**config.mk**
```make
export PLATFORM = sky130hd
export DESIGN_NAME = prbs_lock_ctl
export DESIGN_NICKNAME = d
export VERILOG_FILES = /design/src/rtl/prbs_pkg.sv /design/src/rtl/prbs_lock_ctl.sv
export SDC_FILE = /design/constraint.sdc
export NUM_CORES = 1
export LEC_CHECK = 0
export ABC_AREA = 1
export BUFFER_PORTS_ARGS = -buffer_cell sky130_fd_sc_hd__buf_2
export CORE_ASPECT_RATIO = 1.1
export CORE_MARGIN = 5
export CORE_UTILIZATION = 35
export DETAILED_ROUTE_END_ITERATION = 6
export PLACE_DENSITY = 0.63
export SYNTH_ARGS = -nofsm -noshare
export SYNTH_HDL_FRONTEND = slang
export SYNTH_SLANG_ARGS = --single-unit
```
**constraint.sdc**
```tcl
create_clock -name clk -period 2.97 [get_ports clk]
set_input_delay 0.1485 -clock clk [delete_from_list [all_inputs] [get_ports clk]]
set_output_delay 0.1485 -clock clk [all_outputs]
set_load 0.1 [all_outputs]
```
**src/rtl/prbs_pkg.sv**
```systemverilog
package prbs_pkg;

  localparam int WORD_W = 16;
  localparam int REG_W  = 32;
  localparam int ERRS_W = $clog2(WORD_W + 1);
  localparam int SCNT_W = 3;

  typedef enum logic [1:0] {
    POLY_7  = 2'd0,
    POLY_15 = 2'd1,
    POLY_23 = 2'd2,
    POLY_31 = 2'd3
  } poly_sel_e;

  typedef enum logic {
    ST_SEED = 1'b0,
    ST_LOCK = 1'b1
  } lock_st_e;

  typedef struct packed {
    logic [REG_W-1:0]  state;
    logic [WORD_W-1:0] word;
  } adv_t;

  function automatic int poly_len(input logic [1:0] sel);
    case (poly_sel_e'(sel))
      POLY_7:  return 7;
      POLY_15: return 15;
      POLY_23: return 23;
      default: return 31;
    endcase
  endfunction

  function automatic int poly_tap(input logic [1:0] sel);
    case (poly_sel_e'(sel))
      POLY_7:  return 6;
      POLY_15: return 14;
      POLY_23: return 18;
      default: return 28;
    endcase
  endfunction

  function automatic logic [REG_W-1:0] poly_mask(input logic [1:0] sel);
    logic [REG_W-1:0] m;
    m = '0;
    for (int i = 0; i < REG_W; i++) begin
      if (i < poly_len(sel)) m[i] = 1'b1;
    end
    return m;
  endfunction

  function automatic logic [SCNT_W-1:0] seed_words(input logic [1:0] sel);
    return SCNT_W'((poly_len(sel) + WORD_W - 1) / WORD_W);
  endfunction

  // Sixteen serial steps of a Fibonacci register; first bit lands in the MSB.
  function automatic adv_t prbs_advance(input logic [REG_W-1:0] s_in,
                                        input logic [1:0] sel);
    adv_t r;
    logic [REG_W-1:0] s;
    logic nb;
    int hi;
    int lo;
    hi = poly_len(sel) - 1;
    lo = poly_tap(sel) - 1;
    s = s_in;
    r.word = '0;
    for (int k = 0; k < WORD_W; k++) begin
      nb = s[hi] ^ s[lo];
      r.word[WORD_W-1-k] = nb;
      s = {s[REG_W-2:0], nb};
    end
    r.state = s;
    return r;
  endfunction

endpackage

```
**src/rtl/prbs_lock_ctl.sv**
```systemverilog
module prbs_lock_ctl
  import prbs_pkg::*;
#(
  parameter int LOSS_LIMIT = 8
) (
  input  logic              clk,
  input  logic              rst_n,
  input  logic              clear,
  input  logic [1:0]        sel,
  input  logic              rx_valid,
  input  logic [WORD_W-1:0] rx_data,
  input  logic [REG_W-1:0]  pred_state,
  input  logic [ERRS_W-1:0] word_errs,
  output logic [REG_W-1:0]  cur_state,
  output logic [1:0]        sel_used,
  output logic              locked,
  output logic              count_en
);
  lock_st_e          st_q,   st_d;
  logic [REG_W-1:0]  sreg_q, sreg_d;
  logic [SCNT_W-1:0] cnt_q,  cnt_d;
  logic [1:0]        sel_q,  sel_d;
  logic              restart;
  logic [REG_W-1:0]  shifted;
  logic [SCNT_W-1:0] need;
  logic [SCNT_W-1:0] cnt_inc;

  always_comb begin
    restart  = clear || (sel != sel_q);
    shifted  = {sreg_q[REG_W-WORD_W-1:0], rx_data};
    need     = seed_words(sel_q);
    cnt_inc  = cnt_q + SCNT_W'(1);
    st_d     = st_q;
    sreg_d   = sreg_q;
    cnt_d    = cnt_q;
    sel_d    = sel_q;
    if (restart) begin
      st_d  = ST_SEED;
      cnt_d = '0;
      sel_d = sel;
    end else if (rx_valid) begin
      case (st_q)
        ST_SEED: begin
          sreg_d = shifted;
          if (cnt_inc >= need) begin
            cnt_d = need;
            if ((shifted & poly_mask(sel_q)) != '0) begin
              st_d  = ST_LOCK;
              cnt_d = '0;
            end
          end else begin
            cnt_d = cnt_inc;
          end
        end
        default: begin
          if (word_errs > ERRS_W'(LOSS_LIMIT)) begin
            st_d  = ST_SEED;
            cnt_d = '0;
          end else begin
            sreg_d = pred_state;
          end
        end
      endcase
    end
  end

  always_ff @(posedge clk or negedge rst_n) begin
    if (!rst_n) begin
      st_q   <= ST_SEED;
      sreg_q <= '0;
      cnt_q  <= '0;
      sel_q  <= '0;
    end else begin
      st_q   <= st_d;
      sreg_q <= sreg_d;
      cnt_q  <= cnt_d;
      sel_q  <= sel_d;
    end
  end

  assign cur_state = sreg_q;
  assign sel_used  = sel_q;
  assign locked    = (st_q == ST_LOCK);
  assign count_en  = (st_q == ST_LOCK) && rx_valid && !restart;
endmodule

```
==> results of run 1 <==
==> cell type report <==
class / instances / area share, %
inverter: 12 / 1.57
sequential: 38 / 33.2
clock inverter: 2 / 0.349
tap: 80 / 3.49
timing repair buffer: 99 / 17.8
multi-input combinational: 187 / 41.2
clock buffer: 5 / 2.40
==> per-stage QoR <==
stage,setup WS (ps),utilization (%),area [um^2],total power [W],std cells
after floorplan,397,-,2300,0.00209,252
after global placement,982,44.3,2780,0.00236,415
after detailed placement,930,44.3,2780,0.00238,415
after CTS,922,45.7,2870,0.00271,423
after global routing,748,45.7,2870,0.00281,423
final,935,45.7,2870,0.00268,423
==> per-layer routing <==
metal | vias to the layer above | wire, um | GRT usage, %
met1 | 894 | 2420 | 16.9
met3 | 6 | 341 | 2.97
met4 | 0 | 70 | 4.29
met2 | 49 | 2830 | 24.6
met5 | - | 0 | 0
li1 | 1005 | - | -
==> synth_stat cells <==
cell      count  share of area (%)
nand2_1      77                 13
dfrtp_1      38                 42
o21ai_2      32                 12
mux2i_1      31                 14
nor2_1       20                3.3
inv_1        12                2.0
buf_6         8                3.9
nand3_1       8                1.8
buf_2         5                1.1
ha_1          3                1.6
a21boi_0      2               0.66
a21oi_1       2               0.44
clkbuf_1      2               0.33
nand3b_1      2               0.66
o21ai_0       2               0.44
a21o_1        1               0.33
nand3_4       1               0.77
nand3b_2      1               0.49
nor2_4        1               0.49
nor3_1        1               0.22
nor4_1        1               0.27
xnor2_1       1               0.38
xor2_2        1               0.71
==> registers in the layout, indices dropped and copies added, names as in the netlist <==
signal,cells
cur_state,32
locked,1
cnt_q,3
sel_used,2
==> power by group through the flow <==
stage / registers [W] / logic [W] / clock network [W]
6_report: 0.000770 / 0.00158 / 0.000327
5_1_grt: 0.000796 / 0.00166 / 0.000360
4_1_cts: 0.000772 / 0.00160 / 0.000342
3_5_place_dp: 0.000782 / 0.00159 / 0
3_3_place_gp: 0.000778 / 0.00158 / 0
2_1_floorplan: 0.00177 / 0.000325 / 0
==> worst paths after layout <==
path | from | cells after the start | to
min | rst_n | 1 | cur_state[3]
min reg2reg | cur_state[17] | 2 | cur_state[17]
max | sel_used[0] | 8 | cur_state[23]
min in group clk | sel[1] | 1 | sel_used[1]
max in group asynchronous | rst_n | 1 | locked
max reg2reg | sel_used[0] | 8 | cur_state[23]
==> placed cells by master (no fill, tap or decap) <==
cell type,netlist,layout
nor3_1,1,1
buf_4,0,4
dfrtp_2,0,1
dfrtp_1,38,37
a21oi_1,2,2
o21ai_0,2,2
dlygate4sd3_1,0,1
clkbuf_8,0,5
nand3_1,8,8
buf_2,5,94
nand3_4,1,1
nor2_4,1,1
ha_1,3,3
a21o_1,1,1
nand2_1,77,77
clkinv_2,0,2
nand3b_2,1,1
xnor2_1,1,1
o21ai_2,32,32
xor2_2,1,1
nand3b_1,2,2
nor2_1,20,20
a21boi_0,2,2
mux2i_1,31,31
nor4_4,0,1
inv_1,12,12
==> logic make-up after synthesis <==
kind of cell	Yosys count	share of synthesized area, %
AO/OA/AOI/OAI	39	14.1
XOR/XNOR	2	1.10
adder cells (fa/ha/maj)	3	1.64
buffers and inverters	27	7.34
flip-flops	38	41.6
multiplexers	31	13.6
AND/OR/NAND/NOR	112	20.6
==> flow_summary.json, run 1 <==
{
  "slowest_delay_ps": 560,
  "synth_cell_types": 23,
  "nets": 405,
  "tns_ps": 0,
  "cts_tree": "done",
  "antenna_found_initial": 0,
  "maxSlewViolCount": 0,
  "num_rows": 30,
  "grt-ovfl-total": 0,
  "cp_slowest_cell": "dfrtp_1",
  "pwr-share-seq_pct": 28.7,
  "ir_drop_v": 0.000587,
  "relSlewSlack_pct": 41.7,
  "synth_area_mm2": 0.00228,
  "clock-sinks": 38,
  "finalCriticalPeriod_ps": 2040,
  "intPower_w": 0.00109,
  "grt_pass1_vias": 1896,
  "cpMostUsedCell": "nand2_1",
  "end_kind": "register",
  "p_comb_share_pct": 59.1,
  "post_drt_via_cell_ratio": 4.62,
  "cts_setup_buffers": 0,
  "whs_ps": -24.9,
  "finalSetupViolCount": 0,
  "start_util_pct": 36.4,
  "status": "finished, violations left",
  "switchingPower_w": 0.00159,
  "startpoint_type": "register",
  "ios": 95,
  "syn_inst": 252,
  "gp_congestion": 0.794,
  "rsz0062_at_grt": "false",
  "gr-usage-all-layers_pct": 13.9,
  "path_cells": "inv_1 -> nand2_1 -> nand3b_2 -> nor2_4 -> nand3_4 -> buf_4 -> nand2_1 -> o21ai_2",
  "crit_family": "simple AND/OR/NAND/NOR gates",
  "violations": "negative hold slack",
  "cp_max_fo": 34,
  "dieHeight_um": 94.7,
  "drive_gt1_share_pct": 41.7,
  "cts-hold-fix-buffers": 1,
  "clock_path_buffers": 2,
  "ctsResizeCount": 0,
  "skew_ps": 4.52,
  "clk_latency_ps": 280,
  "netSwitchingFraction_pct": 59.4,
  "io_buffers": 94,
  "die_x_um": 87.0,
  "arrival_ps": 2210,
  "core_mm2": 0.00627,
  "grt_max_degree": 39,
  "max_cap_viol_count": 0,
  "clkPwrFrac_pct": 12.2,
  "nFillCells": 639,
  "diodes": 0,
  "syn_area_per_cell_um2": 9.07,
  "hold_viol": 30,
  "yosys_register_bits": 38,
  "wl_per_cell_um": 13.4,
  "cp_num_buf_inv": 2,
  "firstDrtPassIters": 4,
  "fmaxAchievable_ghz": 0.491,
  "place_hpwl_um": 4480,
  "grt_pass1_wl_um": 8940,
  "p_leak_nw": 1.47,
  "yosysSeqAreaShare_pct": 41.6,
  "fin_crit_sh_pct": 68.5,
  "regArea_um2": 952,
  "yosysWarnings": 0,
  "numCtsBuffers": 5,
  "crit_type": "register to register",
  "via_count": 1954,
  "post-route-drc-count": 0,
  "drt_wl_total_um": 5660,
  "synth.net_count": 314,
  "antenna_left": 0,
  "die_area_mm2": 0.00825,
  "required_ps": 3140,
  "area_growth_pct": 25.5,
  "multi_input_area_mm2": 0.00118,
  "drt_iter0_drc": 71,
  "r2r_slack_ps": 930,
  "h-tree-depth": 2,
  "min_path_type": "input pin to async pin",
  "clk_pin_slew_ps": 70,
  "tightest_slew_ps": 874,
  "pwr_density_cell_mw_per_mm2": 934,
  "root_buffer": "clkbuf_8"
}
No activity file was read; power rests on OpenSTA's default activity.
==> run 2, diff against run 1 <==
ABC_AREA = 0   (was 1)
PLACE_DENSITY = 0.64   (was 0.63)
clock period = 2 ns   (was 2.97 ns; I/O delays follow)
==> run 2 against run 1 <==
Highest routed layer unchanged. Largest power group unchanged. Design area increased by 5.0%. Sequential power increased by 62%. Critical path type unchanged. Combinational power increased by 88%. The run now ends clean. Via count decreased by 1.2%. Die area decreased by 3.7%. Setup slack got worse by 840 ps. Hold slack improved by 140 ps.
==> flow_summary.json, run 2 <==
{
  "status": "finished, final reports clean",
  "finalSetupViolCount": 0,
  "grt_pass1_wl_um": 9760,
  "ir_drop_v": 0.00110,
  "synth.most_common_cell": "dfrtp_1",
  "synth.net_count": 247,
  "hold_start": "pred_state[4]",
  "antenna_left": 0,
  "relSlewSlack_pct": 62.4,
  "synth_cell_types": 39,
  "min_to": "cur_state[4]",
  "p_leak_nw": 1.30,
  "crit_type": "register to register",
  "drt_iter0_drc": 48,
  "yosys-top-cells-area": "dfrtp_1, mux2_2, mux2_4",
  "wl_per_cell_um": 16.7,
  "gp_congestion": 0.818,
  "antenna_found_initial": 0,
  "finalCriticalPeriod_ps": 1910,
  "regArea_um2": 963,
  "design_area_mm2": 0.00301,
  "fmaxAchievable_ghz": 0.524,
  "min_path_cells": 3,
  "grt_pass1_vias": 1994,
  "fin_crit_sh_pct": 95.5,
  "place_hpwl_um": 4430,
  "core_mm2": 0.00612,
  "arrival_ps": 2110,
  "drt_wl_total_um": 6130,
  "synthArstFlopShare_pct": 100,
  "required_ps": 2200,
  "maxSlewViolCount": 0,
  "firstDrtPassIters": 4,
  "synth_area_mm2": 0.00219,
  "clock-sinks": 38,
  "final_common_cell": "buf_2",
  "clock_path_buffers": 2,
  "post_drt_via_cell_ratio": 5.27,
  "slowest_delay_ps": 490,
  "crit_family": "simple AND/OR/NAND/NOR gates",
  "r2r_cells": 6,
  "cpMostUsedCell": "ha_4",
  "tightest_slew_ps": 564,
  "r2r_start": "cnt_q[1]",
  "post-route-drc-count": 0,
  "largest_reg_flops": 32,
  "yosysSeqAreaShare_pct": 43.4,
  "grt_max_degree": 33,
  "min_path_type": "input pin to register",
  "dieHeight_um": 93.0,
  "die_area_mm2": 0.00794,
  "startpoint_type": "register",
  "clk_latency_ps": 290,
  "final_cell_mix": "buf_2, dfrtp_1, mux2_2, mux2i_1, a31oi_1",
  "gr-usage-all-layers_pct": 15.5,
  "path_cells": "ha_4 -> ha_4 -> or4bb_1 -> mux2i_1 -> o21ai_0 -> a22oi_1",
  "io_buffers": 94,
  "skew_ps": 3.09,
  "hold_viol": 0,
  "via_count": 1930,
  "end_kind": "register",
  "synth_edf_count": 0,
  "synth_top_area_share_pct": 43.4,
  "synth_commonest_cells": "dfrtp_1, mux2_2, a31oi_1, mux2i_1, a21oi_1",
  "numCtsBuffers": 5,
  "root_buffer": "clkbuf_8",
  "yosys_register_bits": 38,
  "grt-ovfl-total": 0,
  "die_x_um": 85.4,
  "syn_area_per_cell_um2": 11.8,
  "pwr_density_cell_mw_per_mm2": 1580,
  "r2r_slack_ps": 90,
  "synth_top_area_cell": "dfrtp_1",
  "clk_pin_slew_ps": 70,
  "syn_inst": 185,
  "placedCellCount": 352,
  "placed_cell_area_mm2": 0.00283,
  "num_rows": 30,
  "yosysWarnings": 0,
  "h-tree-depth": 2,
  "nets": 347,
  "drive_gt1_share_pct": 56.6,
  "worstReg2RegEnd": "cnt_q[1]",
  "cts_tree": "done",
  "start_util_pct": 35.8,
  "multi_input_area_mm2": 0.00120,
  "max_cap_viol_count": 0,
  "nFillCells": 573,
  "cp_num_buf_inv": 0,
  "ios": 95,
  "rsz0062_at_grt": "false",
  "cp_max_fo": 5,
  "cp_slowest_cell": "or4bb_1",
  "area_growth_pct": 37.5,
  "diodes": 0,
  "finalNonFillerCells": 366,
  "ys.flop_type": "dfrtp_1"
}
[run 2: cell types whose count changed after synthesis, sizes merged, moves of 17 or more]
cell,previous run,this run
o21ai,34,4
nand2,77,3
a31oi,0,17
mux2,0,32
nor2,21,0
[run 2: layer usage]
layer  vias to the layer above  wire [um]  global-route usage, %
met2                        69       2980                   25.1
li1                        911          -                      -
met4                         0         89                   5.54
met5                         -          0                      0
met1                       943       2650                   20.1
met3                         7        400                   3.56
[run 2: repair_timing]
item / 4_1_cts / 5_1_grt
gates resized for setup: 2 / 4
hold endpoints to repair: 25 / 0
endpoints found under the setup margin: 2 / 2
hold buffers: 3 / 0
setup buffers: 0 / 3
pin swaps: 0 / 3
[run 2: kinds of logic after synthesis]
group	count (synthesis)	synth area share, %
buf+inv	17	4.80
simple gates	28	8.63
fa+ha+maj	3	1.71
xor+xnor	3	1.54
mux	49	26.3
compound gates	47	13.6
flops	38	43.4
[run 2: tightest hold or removal path, stage by stage]
cell and delay [ps]:
buf_2 70, mux2i_1 60, a21oi_1 130
[run 2: how the worst max path moves through the flow]
stage	startpoint	to	slack, ps	depth (start not counted)
floorplan	sel_used[1]	cur_state[20]	-40	7
global placement	cnt_q[0]	cnt_q[1]	60	6
detailed placement	cnt_q[1]	cnt_q[1]	20	6
CTS	sel_used[1]	count_en	30	5
global route	sel_used[1]	count_en	4	5
finish	cnt_q[1]	cnt_q[1]	90	6
[run 2: power by group]
| part | total, W | leakage [nW] | internal [W] | switching, W |
|---|---|---|---|---|
| registers | 0.00125 | 0.436 | 0.00104 | 0.000208 |
| clock network | 0.000543 | 0.0482 | 0.000278 | 0.000265 |
| logic | 0.00297 | 0.819 | 0.000605 | 0.00237 |
| total | 0.00477 | 1.30 | 0.00193 | 0.00284 |
[run 2: area by class of cell]
type | instances | area share, %
multi-input cells | 130 | 39.8
flip-flops and latches | 38 | 32.0
repair buffers | 109 | 21.8
well taps | 80 | 3.32
clock buffers | 7 | 2.87
clock inverters | 1 | 0.166
inverters | 1 | 0.125
[run 2: metrics by stage]
step	hold WS, ps	util [%]	setup slack, ps	total power [W]	TNS, ps
4_1_cts	105	48.6	34.8	0.00480	0
3_3_place_gp	136	46.3	55.2	0.00421	0
5_1_grt	108	49.2	4.17	0.00496	0
2_1_floorplan	-196	-	-39.2	0.00373	-451
3_5_place_dp	133	46.3	21.2	0.00423	0
6_report	115	49.2	90.2	0.00477	0
==> run 3, diff against run 2 <==
RECOVER_POWER = 100   (was not set)
==> run 3 against run 2 <==
Maximum frequency decreased by 0.84%. Sequential cell count unchanged. Critical path depth is the same. Routed wire length is 0.52% lower. Cell count stayed put. Critical endpoint unchanged. Largest cell class unchanged. Highest routed layer unchanged.
==> flow_summary.json, run 3 (same netlist as run 2, synthesis figures left out) <==
{
  "gr-usage-all-layers_pct": 15.5,
  "finalSetupViolCount": 0,
  "grt-ovfl-total": 0,
  "clock-sinks": 38,
  "r2r_cells": 6,
  "drt_iter0_drc": 48,
  "post_drt_via_cell_ratio": 5.30,
  "crit_type": "register to register",
  "pwr_density_cell_mw_per_mm2": 1580,
  "final_cell_mix": "buf_2, clkbuf_1, dfrtp_1, mux2_2",
  "diodes": 0,
  "root_buffer": "clkbuf_8",
  "cp_slowest_cell": "dfrtp_4",
  "final_common_cell": "buf_2",
  "p_leak_nw": 1.17,
  "skew_ps": 4.62,
  "finalCriticalPeriod_ps": 1930,
  "h-tree-depth": 2,
  "dieHeight_um": 93.0,
  "clock_path_buffers": 2,
  "ir_drop_v": 0.00104,
  "tightest_slew_ps": 1360,
  "startpoint_type": "register",
  "clk_pin_slew_ps": 70,
  "max_cap_viol_count": 0,
  "via_count": 1941,
  "hold_viol": 0,
  "grt_pass1_vias": 1994,
  "clk_latency_ps": 290,
  "p_total_w": 0.00458,
  "num_rows": 30,
  "firstDrtPassIters": 4,
  "relSlewSlack_pct": 9.36,
  "io_buffers": 94,
  "design_area_mm2": 0.00291,
  "maxSlewViolCount": 0,
  "nets": 347,
  "wl_per_cell_um": 16.7,
  "slowest_delay_ps": 540,
  "placed_cell_area_mm2": 0.00283,
  "required_ps": 2200,
  "end_kind": "register",
  "largest_reg_flops": 32,
  "status": "finished, final reports clean",
  "min_path_cells": 3,
  "grt_pass1_wl_um": 9760,
  "drt_wl_total_um": 6090,
  "ios": 95,
  "area_growth_pct": 32.7,
  "post-route-drc-count": 0,
  "die_area_mm2": 0.00794,
  "core_mm2": 0.00612,
  "cp_max_fo": 7,
  "cts_tree": "done",
  "fin_crit_sh_pct": 96.3,
  "die_x_um": 85.4,
  "antenna_left": 0,
  "path_cells": "inv_2 -> ha_1 -> or4bb_1 -> mux2i_1 -> o21ai_0 -> a22oi_1",
  "gp_congestion": 0.818,
  "arrival_ps": 2130,
  "drive_gt1_share_pct": 39.9,
  "antenna_found_initial": 0,
  "numCtsBuffers": 5,
  "grt_max_degree": 33,
  "place_hpwl_um": 4430,
  "fmaxAchievable_ghz": 0.519,
  "whs_ps": 115,
  "min_path_type": "input pin to register",
  "start_util_pct": 35.8
}
==> run 3: cell types whose count changed in the layout (fill, tap and decap cells not counted), sizes merged <==
| cell | previous run | this run |
|---|---|---|
| clkbuf | 7 | 45 |
| buf | 106 | 68 |
==> run 3: cell type report <==
cell class | instances | area, um^2
fill | 615 | 3210
clock inverter | 1 | 5.00
timing repair buffer | 109 | 607
sequential | 38 | 963
tap | 80 | 100
clock buffer | 7 | 86.3
multi-input combinational | 130 | 1140
inverter | 1 | 3.75
==> run 3: worst paths after layout <==
path / slack, ps / endpoint / startpoint
min: 110 / cur_state[4] / pred_state[4]
min in group asynchronous: 640 / cur_state[20] / rst_n
max reg2reg: 70 / cnt_q[1] / sel_used[1]
max: 70 / cnt_q[1] / sel_used[1]
max in group asynchronous: 380 / locked / rst_n
min reg2reg: 480 / cur_state[30] / cur_state[30]
==> run 3: critical path: cells and delay by family (launching register included) <==
family	cells	cell delay (ps)
DFF	1	540
and+or+nand+nor	1	470
AOI/OAI and AO/OA	2	330
adders and majority gates	1	250
muxes	1	130
buffers and inverters	1	110
==> run 3: metrics by stage <==
| step | setup WS (ps) | setup TNS (ps) | instances | util, % |
|---|---|---|---|---|
| 5_1_grt | -31.2 | -31.2 | 366 | 47.5 |
| 3_3_place_gp | 55.2 | 0 | 352 | 46.3 |
| 4_1_cts | 34.8 | 0 | 363 | 48.6 |
| 6_report | 74.1 | 0 | 366 | 47.5 |
| 3_5_place_dp | 21.2 | 0 | 352 | 46.3 |
| 2_1_floorplan | -39.2 | -451 | 185 | - |
==> run 3: power breakdown <==
group	internal (W)	leakage (nW)	switching (W)	total (W)
clock network	0.000278	0.0482	0.000267	0.000545
registers	0.00104	0.436	0.000207	0.00125
logic	0.000425	0.691	0.00236	0.00279
total	0.00175	1.17	0.00283	0.00458
==> run 3: per-layer routing <==
| layer | part of all wire, % | track usage (%) | wire [um] | vias to the layer above |
|---|---|---|---|---|
| met4 | 1.5 | 5.54 | 89 | 0 |
| met1 | 42 | 20.1 | 2570 | 950 |
| met5 | 0 | 0 | 0 | - |
| met2 | 49 | 25.1 | 2990 | 75 |
| li1 | - | - | - | 909 |
| met3 | 7.2 | 3.56 | 437 | 7 |
==> run 3: what timing repair did <==
item                       4_1_cts  5_1_grt
gates resized for setup          2        4
setup buffers                    0        3
gates cloned                     0        0
hold endpoints to repair        25        0
hold buffers                     3        0
setup endpoints to repair        2        2
pin swaps                        0        3
